--- src/rtl/sensor_cmd_pkg.sv ---
package sensor_cmd_pkg;

    localparam int BYTE_W = 8;
    localparam int ADDR_W = 5;

    localparam logic [BYTE_W-1:0] OP_MAIN_RESET  = 8'h1B;
    localparam logic [BYTE_W-1:0] OP_START_INT   = 8'h08;
    localparam logic [BYTE_W-1:0] OP_SAMPLE      = 8'h10;
    localparam logic [BYTE_W-1:0] OP_READ_PIX    = 8'h02;
    localparam logic [BYTE_W-1:0] OP_ABORT       = 8'h19;
    localparam logic [BYTE_W-1:0] OP_SAMPLE_READ = 8'h12;
    localparam logic [BYTE_W-1:0] OP_CYCLE       = 8'h16;

    localparam logic [2:0] PFX_REG_WRITE = 3'b010;
    localparam logic [2:0] PFX_REG_READ  = 3'b011;

    localparam logic [ADDR_W-1:0] ADDR_MODE = 5'h1F;
    localparam int SLEEP_BIT = 4;

    typedef enum logic {
        ST_OPCODE,
        ST_WDATA
    } cmd_state_e;

    typedef enum logic [3:0] {
        CK_NONE,
        CK_RESET,
        CK_START,
        CK_SAMPLE,
        CK_READ,
        CK_ABORT,
        CK_SAMPLE_READ,
        CK_CYCLE,
        CK_WRITE,
        CK_REGREAD
    } cmd_kind_e;

    typedef struct packed {
        logic main_reset;
        logic start;
        logic sample;
        logic read;
        logic abort;
    } act_pulse_t;

    function automatic cmd_kind_e classify(input logic [BYTE_W-1:0] b);
        cmd_kind_e k;
        if (b[7:5] == PFX_REG_WRITE) begin
            k = CK_WRITE;
        end else if (b[7:5] == PFX_REG_READ) begin
            k = CK_REGREAD;
        end else begin
            case (b)
                OP_MAIN_RESET:  k = CK_RESET;
                OP_START_INT:   k = CK_START;
                OP_SAMPLE:      k = CK_SAMPLE;
                OP_READ_PIX:    k = CK_READ;
                OP_ABORT:       k = CK_ABORT;
                OP_SAMPLE_READ: k = CK_SAMPLE_READ;
                OP_CYCLE:       k = CK_CYCLE;
                default:        k = CK_NONE;
            endcase
        end
        return k;
    endfunction

endpackage

--- src/rtl/cmd_decoder.sv ---
module cmd_decoder
    import sensor_cmd_pkg::*;
(
    input  logic                  clk,
    input  logic                  rst_n,
    input  logic                  rx_valid,
    input  logic [BYTE_W-1:0]     rx_byte,
    input  logic                  ifc_reset,
    output cmd_state_e            state,
    output act_pulse_t            pulses,
    output logic                  wr_en,
    output logic [ADDR_W-1:0]     wr_addr,
    output logic [BYTE_W-1:0]     wr_data,
    output logic                  rd_req,
    output logic [ADDR_W-1:0]     rd_addr
);

    cmd_state_e        state_d;
    cmd_kind_e         kind;
    act_pulse_t        pulses_d;
    logic [ADDR_W-1:0] wr_addr_q;
    logic              capture_addr;

    // next state and decode
    always_comb begin
        kind         = classify(rx_byte);
        state_d      = state;
        pulses_d     = '0;
        wr_en        = 1'b0;
        rd_req       = 1'b0;
        capture_addr = 1'b0;
        wr_addr      = wr_addr_q;
        wr_data      = rx_byte;
        rd_addr      = rx_byte[ADDR_W-1:0];
        if (ifc_reset) begin
            state_d = ST_OPCODE;
        end else if (rx_valid) begin
            unique case (state)
                ST_OPCODE: begin
                    unique case (kind)
                        CK_WRITE: begin
                            state_d      = ST_WDATA;
                            capture_addr = 1'b1;
                        end
                        CK_REGREAD:     rd_req = 1'b1;
                        CK_RESET:       pulses_d.main_reset = 1'b1;
                        CK_START:       pulses_d.start = 1'b1;
                        CK_SAMPLE:      pulses_d.sample = 1'b1;
                        CK_READ:        pulses_d.read = 1'b1;
                        CK_ABORT:       pulses_d.abort = 1'b1;
                        CK_SAMPLE_READ: begin
                            pulses_d.sample = 1'b1;
                            pulses_d.read   = 1'b1;
                        end
                        CK_CYCLE: begin
                            pulses_d.sample = 1'b1;
                            pulses_d.read   = 1'b1;
                            pulses_d.start  = 1'b1;
                        end
                        default: ;
                    endcase
                end
                ST_WDATA: begin
                    wr_en   = 1'b1;
                    state_d = ST_OPCODE;
                end
                default: state_d = ST_OPCODE;
            endcase
        end
    end

    // state register
    always_ff @(posedge clk or negedge rst_n) begin
        if (!rst_n) begin
            state     <= ST_OPCODE;
            wr_addr_q <= '0;
        end else begin
            state <= state_d;
            if (capture_addr) begin
                wr_addr_q <= rx_byte[ADDR_W-1:0];
            end
        end
    end

    // registered action pulses
    always_ff @(posedge clk or negedge rst_n) begin
        if (!rst_n) begin
            pulses <= '0;
        end else begin
            pulses <= pulses_d;
        end
    end

endmodule

--- src/rtl/cfg_regfile.sv ---
module cfg_regfile
    import sensor_cmd_pkg::*;
#(
    parameter int NUM_ZONES = 3,
    parameter int GAIN_W    = 5
) (
    input  logic                          clk,
    input  logic                          rst_n,
    input  logic                          wr_en,
    input  logic [ADDR_W-1:0]             wr_addr,
    input  logic [BYTE_W-1:0]             wr_data,
    input  logic [ADDR_W-1:0]             rd_addr,
    output logic [BYTE_W-1:0]             rd_data,
    output logic [NUM_ZONES*BYTE_W-1:0]   zone_offset,
    output logic [NUM_ZONES*GAIN_W-1:0]   zone_gain,
    output logic [BYTE_W-1:0]             mode_reg
);

    localparam int GAIN_PAD = BYTE_W - GAIN_W;

    for (genvar z = 0; z < NUM_ZONES; z++) begin : g_zone
        localparam logic [ADDR_W-1:0] OFF_ADDR  = ADDR_W'(2 * z);
        localparam logic [ADDR_W-1:0] GAIN_ADDR = ADDR_W'(2 * z + 1);
        logic [BYTE_W-1:0] off_q;
        logic [GAIN_W-1:0] gain_q;

        always_ff @(posedge clk or negedge rst_n) begin
            if (!rst_n) begin
                off_q  <= '0;
                gain_q <= '0;
            end else if (wr_en) begin
                if (wr_addr == OFF_ADDR) begin
                    off_q <= wr_data;
                end
                if (wr_addr == GAIN_ADDR) begin
                    gain_q <= wr_data[GAIN_W-1:0];
                end
            end
        end

        assign zone_offset[z*BYTE_W +: BYTE_W] = off_q;
        assign zone_gain[z*GAIN_W +: GAIN_W]   = gain_q;
    end

    always_ff @(posedge clk or negedge rst_n) begin
        if (!rst_n) begin
            mode_reg <= '0;
        end else if (wr_en && wr_addr == ADDR_MODE) begin
            mode_reg <= wr_data;
        end
    end

    always_comb begin
        rd_data = '0;
        for (int z = 0; z < NUM_ZONES; z++) begin
            if (rd_addr == ADDR_W'(2 * z)) begin
                rd_data = zone_offset[z*BYTE_W +: BYTE_W];
            end
            if (rd_addr == ADDR_W'(2 * z + 1)) begin
                rd_data = {{GAIN_PAD{1'b0}}, zone_gain[z*GAIN_W +: GAIN_W]};
            end
        end
        if (rd_addr == ADDR_MODE) begin
            rd_data = mode_reg;
        end
    end

endmodule

--- src/rtl/rd_return_pipe.sv ---
module rd_return_pipe
    import sensor_cmd_pkg::*;
#(
    parameter int RD_DELAY = 4
) (
    input  logic              clk,
    input  logic              rst_n,
    input  logic              rd_req,
    input  logic [BYTE_W-1:0] rd_value,
    output logic              tx_valid,
    output logic [BYTE_W-1:0] tx_byte
);

    logic [RD_DELAY-1:0] vld_q;
    logic [BYTE_W-1:0]   dat_q [RD_DELAY];

    always_ff @(posedge clk or negedge rst_n) begin
        if (!rst_n) begin
            vld_q <= '0;
            for (int i = 0; i < RD_DELAY; i++) begin
                dat_q[i] <= '0;
            end
        end else begin
            vld_q[0] <= rd_req;
            dat_q[0] <= rd_value;
            for (int i = 1; i < RD_DELAY; i++) begin
                vld_q[i] <= vld_q[i-1];
                dat_q[i] <= dat_q[i-1];
            end
        end
    end

    assign tx_valid = vld_q[RD_DELAY-1];
    assign tx_byte  = dat_q[RD_DELAY-1];

endmodule

--- src/rtl/sensor_cmd_ctrl.sv ---
module sensor_cmd_ctrl
    import sensor_cmd_pkg::*;
#(
    parameter int NUM_ZONES = 3,
    parameter int GAIN_W    = 5,
    parameter int RD_DELAY  = 4
) (
    input  logic                        clk,
    input  logic                        rst_n,
    input  logic                        rx_valid,
    input  logic [7:0]                  rx_byte,
    input  logic                        ifc_reset,
    output logic                        act_reset,
    output logic                        act_start,
    output logic                        act_sample,
    output logic                        act_read,
    output logic                        act_abort,
    output logic                        tx_valid,
    output logic [7:0]                  tx_byte,
    output logic [NUM_ZONES*8-1:0]      zone_offset,
    output logic [NUM_ZONES*GAIN_W-1:0] zone_gain,
    output logic [7:0]                  mode_reg,
    output logic                        sleep
);

    cmd_state_e        cmd_state;
    act_pulse_t        pulses;
    logic              wr_en;
    logic [ADDR_W-1:0] wr_addr;
    logic [BYTE_W-1:0] wr_data;
    logic              rd_req;
    logic [ADDR_W-1:0] rd_addr;
    logic [BYTE_W-1:0] rd_data;

    cmd_decoder u_dec (
        .clk       (clk),
        .rst_n     (rst_n),
        .rx_valid  (rx_valid),
        .rx_byte   (rx_byte),
        .ifc_reset (ifc_reset),
        .state     (cmd_state),
        .pulses    (pulses),
        .wr_en     (wr_en),
        .wr_addr   (wr_addr),
        .wr_data   (wr_data),
        .rd_req    (rd_req),
        .rd_addr   (rd_addr)
    );

    cfg_regfile #(
        .NUM_ZONES (NUM_ZONES),
        .GAIN_W    (GAIN_W)
    ) u_regs (
        .clk         (clk),
        .rst_n       (rst_n),
        .wr_en       (wr_en),
        .wr_addr     (wr_addr),
        .wr_data     (wr_data),
        .rd_addr     (rd_addr),
        .rd_data     (rd_data),
        .zone_offset (zone_offset),
        .zone_gain   (zone_gain),
        .mode_reg    (mode_reg)
    );

    rd_return_pipe #(
        .RD_DELAY (RD_DELAY)
    ) u_ret (
        .clk      (clk),
        .rst_n    (rst_n),
        .rd_req   (rd_req),
        .rd_value (rd_data),
        .tx_valid (tx_valid),
        .tx_byte  (tx_byte)
    );

    assign act_reset  = pulses.main_reset;
    assign act_start  = pulses.start;
    assign act_sample = pulses.sample;
    assign act_read   = pulses.read;
    assign act_abort  = pulses.abort;
    assign sleep      = mode_reg[SLEEP_BIT];

endmodule

--- config.mk ---
export PLATFORM = sky130hd
export DESIGN_NAME = sensor_cmd_ctrl
export DESIGN_NICKNAME = d
export VERILOG_FILES = /design/src/rtl/sensor_cmd_pkg.sv /design/src/rtl/cmd_decoder.sv /design/src/rtl/cfg_regfile.sv /design/src/rtl/rd_return_pipe.sv /design/src/rtl/sensor_cmd_ctrl.sv
export SDC_FILE = /design/constraint.sdc
export NUM_CORES = 1
export LEC_CHECK = 0
export ABC_AREA = 1
export BUFFER_PORTS_ARGS = -buffer_cell sky130_fd_sc_hd__buf_4
export CAP_MARGIN = 25
export CORE_ASPECT_RATIO = 1.4
export CORE_UTILIZATION = 35
export CTS_CLUSTER_DIAMETER = 40
export CTS_CLUSTER_SIZE = 12
export DETAILED_ROUTE_END_ITERATION = 12
export GPL_ROUTABILITY_DRIVEN = 0
export PLACE_DENSITY_LB_ADDON = 0.2
export SYNTH_ARGS = -nofsm -noshare
export SYNTH_HDL_FRONTEND = slang
export SYNTH_HIERARCHICAL = 1
export SYNTH_SLANG_ARGS = --single-unit
--- constraint.sdc ---
create_clock -name clk -period 2 [get_ports clk]
set_input_delay 0 -clock clk [delete_from_list [all_inputs] [get_ports clk]]
set_output_delay 0 -clock clk [all_outputs]
set_load 0.05 [all_outputs]
==> reports/metrics.yaml, run 1 <==
pwr:
  ir_drop_v: 0.0004675
  cellInternalPower_mw: 3.122
  switchingPower_mw: 1.231
  power.clock.fraction_pct: 39.9
  power_frac_seq_pct: 47.4
  p_total_mw: 4.353
  power_leakage_nw: 2.538
  power.density_nw_per_um2: 886.8
  switching_share_pct: 28.28
  pwr-share-comb_pct: 12.7
floorplan:
  io_pins: 74
  num_rows: 45
  die_w_um: 91.99
  fp.dieH_um: 128.0
  start_util_pct: 36.32
  floorplan.core_area_um2: 10920
  design.die.area_um2: 11770
routing:
  avgRoutedWirePerCell_um: 15.22
  routed-via-count: 3042
  drt-initial-drc-count: 165
  dr.max_layer_used: "met4"
  routed_wl_um: 9677
  wl_met3_um: 473
  post_drt_via_cell_ratio: 4.783
  post-route-drc-count: 0
  routedLengthMet1_um: 3888
  final_antenna_net_count: 0
  met2WireLength_um: 5051
  dr.pass1.iters: 4
worst_setup_path:
  rr_endpoint: "u_dec/state$_DFFE_PN0P_"
  reg2reg_slack_ns: 0.17
  endpoint_kind: "flip-flop"
  setup_crit_start_kind: "flip-flop"
  setup.worst_path.class: "flip-flop to flip-flop"
  reg_to_reg_start: "u_dec/state$_DFFE_PN0P_"
  timing.critical_path.fanout_max: 11
  worst_ep_arrival_time_ns: 2.12
  required_ns: 2.29
  rr_worst_depth: 4
logic_synthesis:
  ys_dominant_reg_cell: "sky130_fd_sc_hd__dfrtp_1"
  syn-instance-count: 427
  number_of_enable_flip_flop_cells_after_synthesis: 0
  ys_async_sr_fraction_pct: 100.0
  flip_flop_and_latch_count_after_synthesis: 94
  yosysSeqAreaShare_pct: 59.29
  synth.yosys.warnings: 6
  synth.cell_area_um2: 3968
  synthesis.nets: 439
  syn_avg_cell_area_um2: 9.292
  yosysUniqueCellTypes: 26
clock_network:
  clock_tree_from_tritoncts: "done"
  htree_num_levels: 3
  numCtsBuffers: 9
  post_cts.repair.setup_buffers: 0
  clkLatencyLatePin_ns: 0.35
  cts.sinks: 94
  cts_root_buffer: "sky130_fd_sc_hd__clkbuf_16"
  clk_transition_reported_paths_ns: 0.07
  cts_buffer_depth: 2
sta:
  max_transition_margin_pct: 60.84
  unrepaired_setup_endpoints_after_global_routing: "no"
  final_report_setup_violation_count: 0
  achievable-frequency_mhz: 545.0
  clock_skews_ns: 0.008419
  post-route-worst-setup-slack_ns: 0.1652
  final.hold.worst_slack_ns: 0.01558
  final-max-slew-violation-count: 0
  timing.final.crit_period_ns: 1.835
  final_hold_viol_count: 0
  fin_tns_setup_ns: 0
  period_share_pct: 91.74
  worstMarginPinSlew_ns: 0.5821
hold_path:
  hold-path-cell-count: 3
  hold_path.class: "input pin to flip-flop"
  timing.hold.worst_endpoint: "u_regs/mode_reg[6]$_DFFE_PN0P_"
  worstHoldStart: "rx_byte[6]"
run_status:
  run_status: "completed"
placement:
  dpl.cell_count: 612
  placement.io_buffers: 73
  dp_slack_ns: 0.2048
  dpl.hpwl_um: 7057
  placedInstanceArea_um2: 4507
grt:
  global_route.overflow_total: 0
  number_of_antenna_violations_at_the_first_check_in_global_routing: 0
  grt_pass1_vias: 3059
  maximum_number_of_pins_on_one_net_before_global_route_repair: 59
  grtUsageTotal_pct: 17.81
  wire_length_of_the_first_global_routing_pass_um: 15680
layout:
  instances_no_fill: 636
  post_route_cells_drive_above_1_share_pct: 24.85
  layout.nets: 502
  diodes: 0
  synthToLayoutAreaGrowth_pct: 23.71
  biggestRegsByFlops: "u_regs/g_zone.off_q x24, u_ret/dat_q x24, u_regs/g_zone.gain_q x15"
  fin_util_pct: 44.94
  final_cell_area_um2: 4908
job:
  max-cap-violations: 0
[per-layer routing]
| layer | vias to the layer above | global-route usage, % |
|---|---|---|
| met1 | 1445 | 21.03 |
| met5 | - | 0 |
| met3 | 18 | 4.508 |
| met2 | 79 | 30.47 |
| met4 | 0 | 7.996 |
| li1 | 1500 | - |
[cell type report]
type                            instances  area [um2]
Fill cell                            1089        6015
Multi-Input combinational cell        260        1260
Clock buffer                            9       225.2
Tap cell                              141       176.4
Inverter                               42       157.7
Timing Repair Buffer                   83       655.6
Clock inverter                          7       81.33
Sequential cell                        94        2352
[what timing repair did]
action	in CTS	in global routing
endpoints found under the hold margin	44	0
hold buffers	8	0
endpoints found under the setup margin	0	26
resized for setup	0	3
[cells by family after synthesis]
logic type / after synthesis / share of synthesized area [%]
AOI/OAI and AO/OA: 58 / 7.474
buffers and inverters: 73 / 9.335
DFF: 94 / 59.29
and+or+nand+nor: 202 / 23.90
[worst max-delay path, stage by stage (launching register included)]
cell and delay [ns]:
sky130_fd_sc_hd__dfrtp_1 0.42, sky130_fd_sc_hd__nor3_2 0.26, sky130_fd_sc_hd__nand3_1 0.33, sky130_fd_sc_hd__o31ai_1 0.18
sky130_fd_sc_hd__dlygate4sd3_1 0.58
[worst max path at each step]
stage,cells past startpoint,startpoint,end,slack (ns)
floorplan,8,u_dec/state$_DFFE_PN0P_,u_regs/g_zone[1].off_q[5]$_DFFE_PN0P_,0.42
global placement,7,u_dec/state$_DFFE_PN0P_,u_regs/g_zone[1].off_q[0]$_DFFE_PN0P_,0.29
detailed placement,7,u_dec/state$_DFFE_PN0P_,u_regs/g_zone[1].off_q[7]$_DFFE_PN0P_,0.20
CTS,7,u_dec/state$_DFFE_PN0P_,u_regs/g_zone[1].off_q[1]$_DFFE_PN0P_,0.18
global route,4,u_dec/state$_DFFE_PN0P_,u_dec/state$_DFFE_PN0P_,0.06
finish,4,u_dec/state$_DFFE_PN0P_,u_dec/state$_DFFE_PN0P_,0.17
[synthesized netlist by cell type (2+ instances only)]
library cell / instances / share of area (%)
sky130_fd_sc_hd__nor3_4: 2 / 0.82
sky130_fd_sc_hd__dfrtp_1: 94 / 59
sky130_fd_sc_hd__a21oi_1: 10 / 1.3
sky130_fd_sc_hd__nor2_2: 2 / 0.32
sky130_fd_sc_hd__nand2_1: 100 / 9.5
sky130_fd_sc_hd__nand3_1: 13 / 1.6
sky130_fd_sc_hd__o21ai_1: 11 / 1.4
sky130_fd_sc_hd__inv_2: 10 / 0.95
sky130_fd_sc_hd__nand2_2: 10 / 1.6
sky130_fd_sc_hd__buf_2: 4 / 0.50
sky130_fd_sc_hd__buf_4: 24 / 4.5
sky130_fd_sc_hd__o21ai_0: 35 / 4.4
sky130_fd_sc_hd__nand3_2: 2 / 0.50
sky130_fd_sc_hd__clkbuf_1: 2 / 0.19
sky130_fd_sc_hd__nand4_1: 27 / 4.3
sky130_fd_sc_hd__nor4_1: 2 / 0.32
sky130_fd_sc_hd__nor2_1: 39 / 3.7
sky130_fd_sc_hd__inv_1: 32 / 3.0
[cell usage in the layout (no fill, tap or decap)]
cell	n
sky130_fd_sc_hd__a21oi_1	10
sky130_fd_sc_hd__a21oi_2	1
sky130_fd_sc_hd__and3_1	1
sky130_fd_sc_hd__buf_12	1
sky130_fd_sc_hd__buf_4	74
sky130_fd_sc_hd__bufinv_16	1
sky130_fd_sc_hd__clkbuf_16	9
sky130_fd_sc_hd__clkinv_2	1
sky130_fd_sc_hd__clkinv_4	2
sky130_fd_sc_hd__dfrtp_1	94
sky130_fd_sc_hd__dlygate4sd3_1	8
sky130_fd_sc_hd__inv_1	32
sky130_fd_sc_hd__inv_2	10
sky130_fd_sc_hd__inv_6	2
sky130_fd_sc_hd__inv_8	1
sky130_fd_sc_hd__nand2_1	99
sky130_fd_sc_hd__nand2_2	11
sky130_fd_sc_hd__nand3_1	13
sky130_fd_sc_hd__nand3_2	1
sky130_fd_sc_hd__nand3_4	1
sky130_fd_sc_hd__nand4_1	27
sky130_fd_sc_hd__nor2_1	39
sky130_fd_sc_hd__nor2_2	2
sky130_fd_sc_hd__nor2_4	1
sky130_fd_sc_hd__nor2_8	1
sky130_fd_sc_hd__nor3_2	2
sky130_fd_sc_hd__nor3_4	2
sky130_fd_sc_hd__nor4_1	2
sky130_fd_sc_hd__o21ai_0	35
sky130_fd_sc_hd__o21ai_1	11
sky130_fd_sc_hd__o31ai_1	1
[power groups by stage]
stage | Sequential, mW | Combinational [mW] | Clock [mW]
detailed placement | 2.10 | 0.542 | 0
global placement | 2.10 | 0.537 | 0
global route | 2.07 | 0.598 | 1.88
floorplan | 2.26 | 0.180 | 0
CTS | 2.06 | 0.554 | 1.78
finish | 2.06 | 0.552 | 1.74
No activity file was read; power rests on OpenSTA's default activity.
==> inputs of run 2 (changes only) <==
Settings changed: ABC_AREA 1 to unset.
==> reports/metrics.yaml, run 2 <==
routing:
  dr.pass1.iters: 5
  routed_wl_um: 8413
  final_antenna_net_count: 0
  routed-via-count: 2452
  avgRoutedWirePerCell_um: 17.17
  post-route-drc-count: 0
  drt-initial-drc-count: 120
  post_drt_via_cell_ratio: 5.004
sta:
  final_hold_viol_count: 0
  fin_tns_setup_ns: 0
  achievable-frequency_mhz: 578.5
  final-max-slew-violation-count: 0
  final_report_setup_violation_count: 0
  unrepaired_setup_endpoints_after_global_routing: "no"
  max_transition_margin_pct: 65.25
  timing.final.crit_period_ns: 1.729
  period_share_pct: 86.44
  clock_skews_ns: 0.007275
  worstMarginPinSlew_ns: 0.5207
logic_synthesis:
  synthesis.nets: 288
  syn-instance-count: 276
  flip_flop_and_latch_count_after_synthesis: 94
  post_synth_most_frequent_cells: "sky130_fd_sc_hd__dfrtp_1 (94), sky130_fd_sc_hd__mux2_2 (53), sky130_fd_sc_hd__buf_4 (24), sky130_fd_sc_hd__a21oi_1 (8), sky130_fd_sc_hd__nand2_1 (8)"
  yosysUniqueCellTypes: 50
  number_of_enable_flip_flop_cells_after_synthesis: 0
  synth.yosys.warnings: 6
  netlist_top_cells_area: "sky130_fd_sc_hd__dfrtp_1 (59%), sky130_fd_sc_hd__mux2_2 (15%), sky130_fd_sc_hd__buf_4 (4.5%)"
  post_synthesis_cell_type_with_the_largest_combined_area: "sky130_fd_sc_hd__dfrtp_1"
  ys_dominant_reg_cell: "sky130_fd_sc_hd__dfrtp_1"
  top_cell_type_s_share_of_synthesized_area_pct: 59.06
  syn_avg_cell_area_um2: 14.43
  synth_most_common_cell: "sky130_fd_sc_hd__dfrtp_1"
  yosysSeqAreaShare_pct: 59.06
  synth.cell_area_um2: 3983
  ys_async_sr_fraction_pct: 100.0
layout:
  final.fill_count: 1006
  diodes: 0
  synthToLayoutAreaGrowth_pct: 25.13
  layout.nets: 357
  commonest_cells_after_routing_fill_and_taps_aside: "sky130_fd_sc_hd__dfrtp_1 (94), sky130_fd_sc_hd__buf_4 (77), sky130_fd_sc_hd__mux2_2 (53)"
  final_cell_area_um2: 4984
  post_route_cells_drive_above_1_share_pct: 48.42
  layout_commonest_cell: "sky130_fd_sc_hd__dfrtp_1"
  biggestRegsByFlops: "u_regs/g_zone.off_q x24, u_ret/dat_q x24, u_regs/g_zone.gain_q x15"
  ff_latch_area_um2: 2352
  multiInputGateArea_um2: 1419
floorplan:
  start_util_pct: 36.27
  io_pins: 74
  design.die.area_um2: 11820
  num_rows: 45
  floorplan.core_area_um2: 10980
  fp.dieH_um: 128.2
  die_w_um: 92.16
worst_setup_path:
  worst_path_largest_cell_delay_ns: 0.37
  crit_slowest_cell: "sky130_fd_sc_hd__dfrtp_1"
  endpoint_kind: "flip-flop"
  worst_path_dominant_cell_family: "simple AND/OR/NAND/NOR gates"
  setup.worst_path.class: "flip-flop to flip-flop"
  timing.critical_path.fanout_max: 5
  critical_path_buf_inv_count: 1
  timing.critical_path.cells: "inv_1, nor3b_2, nor4b_4, and2b_2, mux2_2"
  setup_crit_start_kind: "flip-flop"
  worst_ep_arrival_time_ns: 1.94
  required_ns: 2.21
grt:
  global_route.overflow_total: 0
  met3_usage_pct: 3.737
  wire_length_of_the_first_global_routing_pass_um: 13670
  number_of_antenna_violations_at_the_first_check_in_global_routing: 0
  grtUsageTotal_pct: 15.60
  global_route.peak_usage_layer: "met2"
  met1_routing_resource_usage_after_global_routing_pct: 18.75
  grt_use_met2_pct: 26.73
  grt_pass1_vias: 2529
  maximum_number_of_pins_on_one_net_before_global_route_repair: 57
pwr:
  ir_drop_v: 0.0004985
  power_leakage_nw: 2.467
  power.density_nw_per_um2: 925.6
clock_network:
  clkLatencyLatePin_ns: 0.34
  post_cts.repair.setup_buffers: 0
  clock_tree_from_tritoncts: "done"
  numCtsBuffers: 9
  htree_num_levels: 3
  cts.sinks: 94
  cts_buffer_depth: 2
  cts_root_buffer: "sky130_fd_sc_hd__clkbuf_16"
  clk_transition_reported_paths_ns: 0.06
hold_path:
  hold_path.class: "input pin to flip-flop"
placement:
  placement.io_buffers: 73
  placedInstanceArea_um2: 4547
  dpl.hpwl_um: 5767
job:
  max-cap-violations: 0
run_status:
  run_status: "completed"
[run 2: cell count changes in the layout (fill, tap and decap cells not counted), sizes merged, moves of 4 or more]
cell,previous run,this run
nor2,43,10
nand2,110,9
nand2b,0,4
nand3,15,2
mux2i,0,7
inv,45,2
a221oi,0,4
nand4,27,3
and2b,0,4
mux4,0,4
o21ai,46,5
mux2,0,53
[run 2: cell families after synthesis]
group                  after synthesis  share of synthesized area (%)
flip-flops                          94                          59.06
multiplexers                        64                          19.38
AND/OR/NAND/NOR                     59                          10.75
AO/OA/AOI/OAI                       30                          5.341
buffers and inverters               29                          5.466
[run 2: stage by stage]
stage	setup WS, ns	hold slack (ns)	cells	utilization, %	power, mW
global placement	0.2211	0.01207	468	41.41	2.621
CTS	0.1368	0.1107	490	45.33	4.683
global route	0.1237	0.1253	490	45.39	4.812
detailed placement	0.1656	0.01230	468	41.41	2.635
finish	0.2713	0.1225	490	45.39	4.613
floorplan	0.2194	-0.2956	276	-	2.446
[run 2: report_power, final]
| part | total [mW] | switching (mW) | leakage [nW] | internal [mW] |
|---|---|---|---|---|
| clock network | 2.01 | 0.675 | 0.168 | 1.34 |
| registers | 2.06 | 0.0774 | 1.29 | 1.99 |
| logic | 0.535 | 0.344 | 1.01 | 0.192 |
| total | 4.61 | 1.10 | 2.47 | 3.52 |
[run 2: path summary, 6_finish.rpt]
path,startpoint,endpoint,slack (ns),cells after the start
setup / recovery,u_dec/state$_DFFE_PN0P_,u_regs/g_zone[1].gain_q[2]$_DFFE_PN0P_,0.27,5
hold / removal,rx_byte[4],u_dec/pulses[3]$_DFF_PN0_,0.12,3
setup reg to reg,u_dec/state$_DFFE_PN0P_,u_regs/g_zone[1].gain_q[2]$_DFFE_PN0P_,0.27,5
hold reg to reg,u_ret/dat_q[29]$_DFF_PN0_,u_ret/dat_q[21]$_DFF_PN0_,0.35,0
max in group asynchronous,rst_n,u_regs/g_zone[1].gain_q[2]$_DFFE_PN0P_,1.16,3
min in group asynchronous,rst_n,u_ret/tx_byte[6]$_DFF_PN0_,0.19,2
[run 2: cell type report]
cell class | instances | area share (%)
Sequential cell | 94 | 47.20
Multi-Input combinational cell | 153 | 28.47
Timing Repair Buffer | 85 | 13.41
Clock buffer | 9 | 4.519
Tap cell | 141 | 3.540
Clock inverter | 6 | 2.712
Inverter | 2 | 0.1506
[run 2: what timing repair did]
item | 4_1_cts | 5_1_grt
hold buffers | 7 | 0
hold endpoints to repair | 47 | 0
endpoints found under the setup margin | 0 | 13
resized for setup | 0 | 2
[run 2: metal layers]
layer | share of wire (%) | wire, um | vias to the layer above
met4 | 1.9 | 162 | 0
met2 | 54 | 4561 | 52
met5 | 0 | 0 | -
li1 | - | - | 1129
met3 | 3.7 | 308 | 14
met1 | 40 | 3380 | 1257
[run 2: worst min-delay path: stages]
cell and delay (ns):
sky130_fd_sc_hd__buf_4 0.19, sky130_fd_sc_hd__o211ai_1 0.13, sky130_fd_sc_hd__a21oi_1 0.09
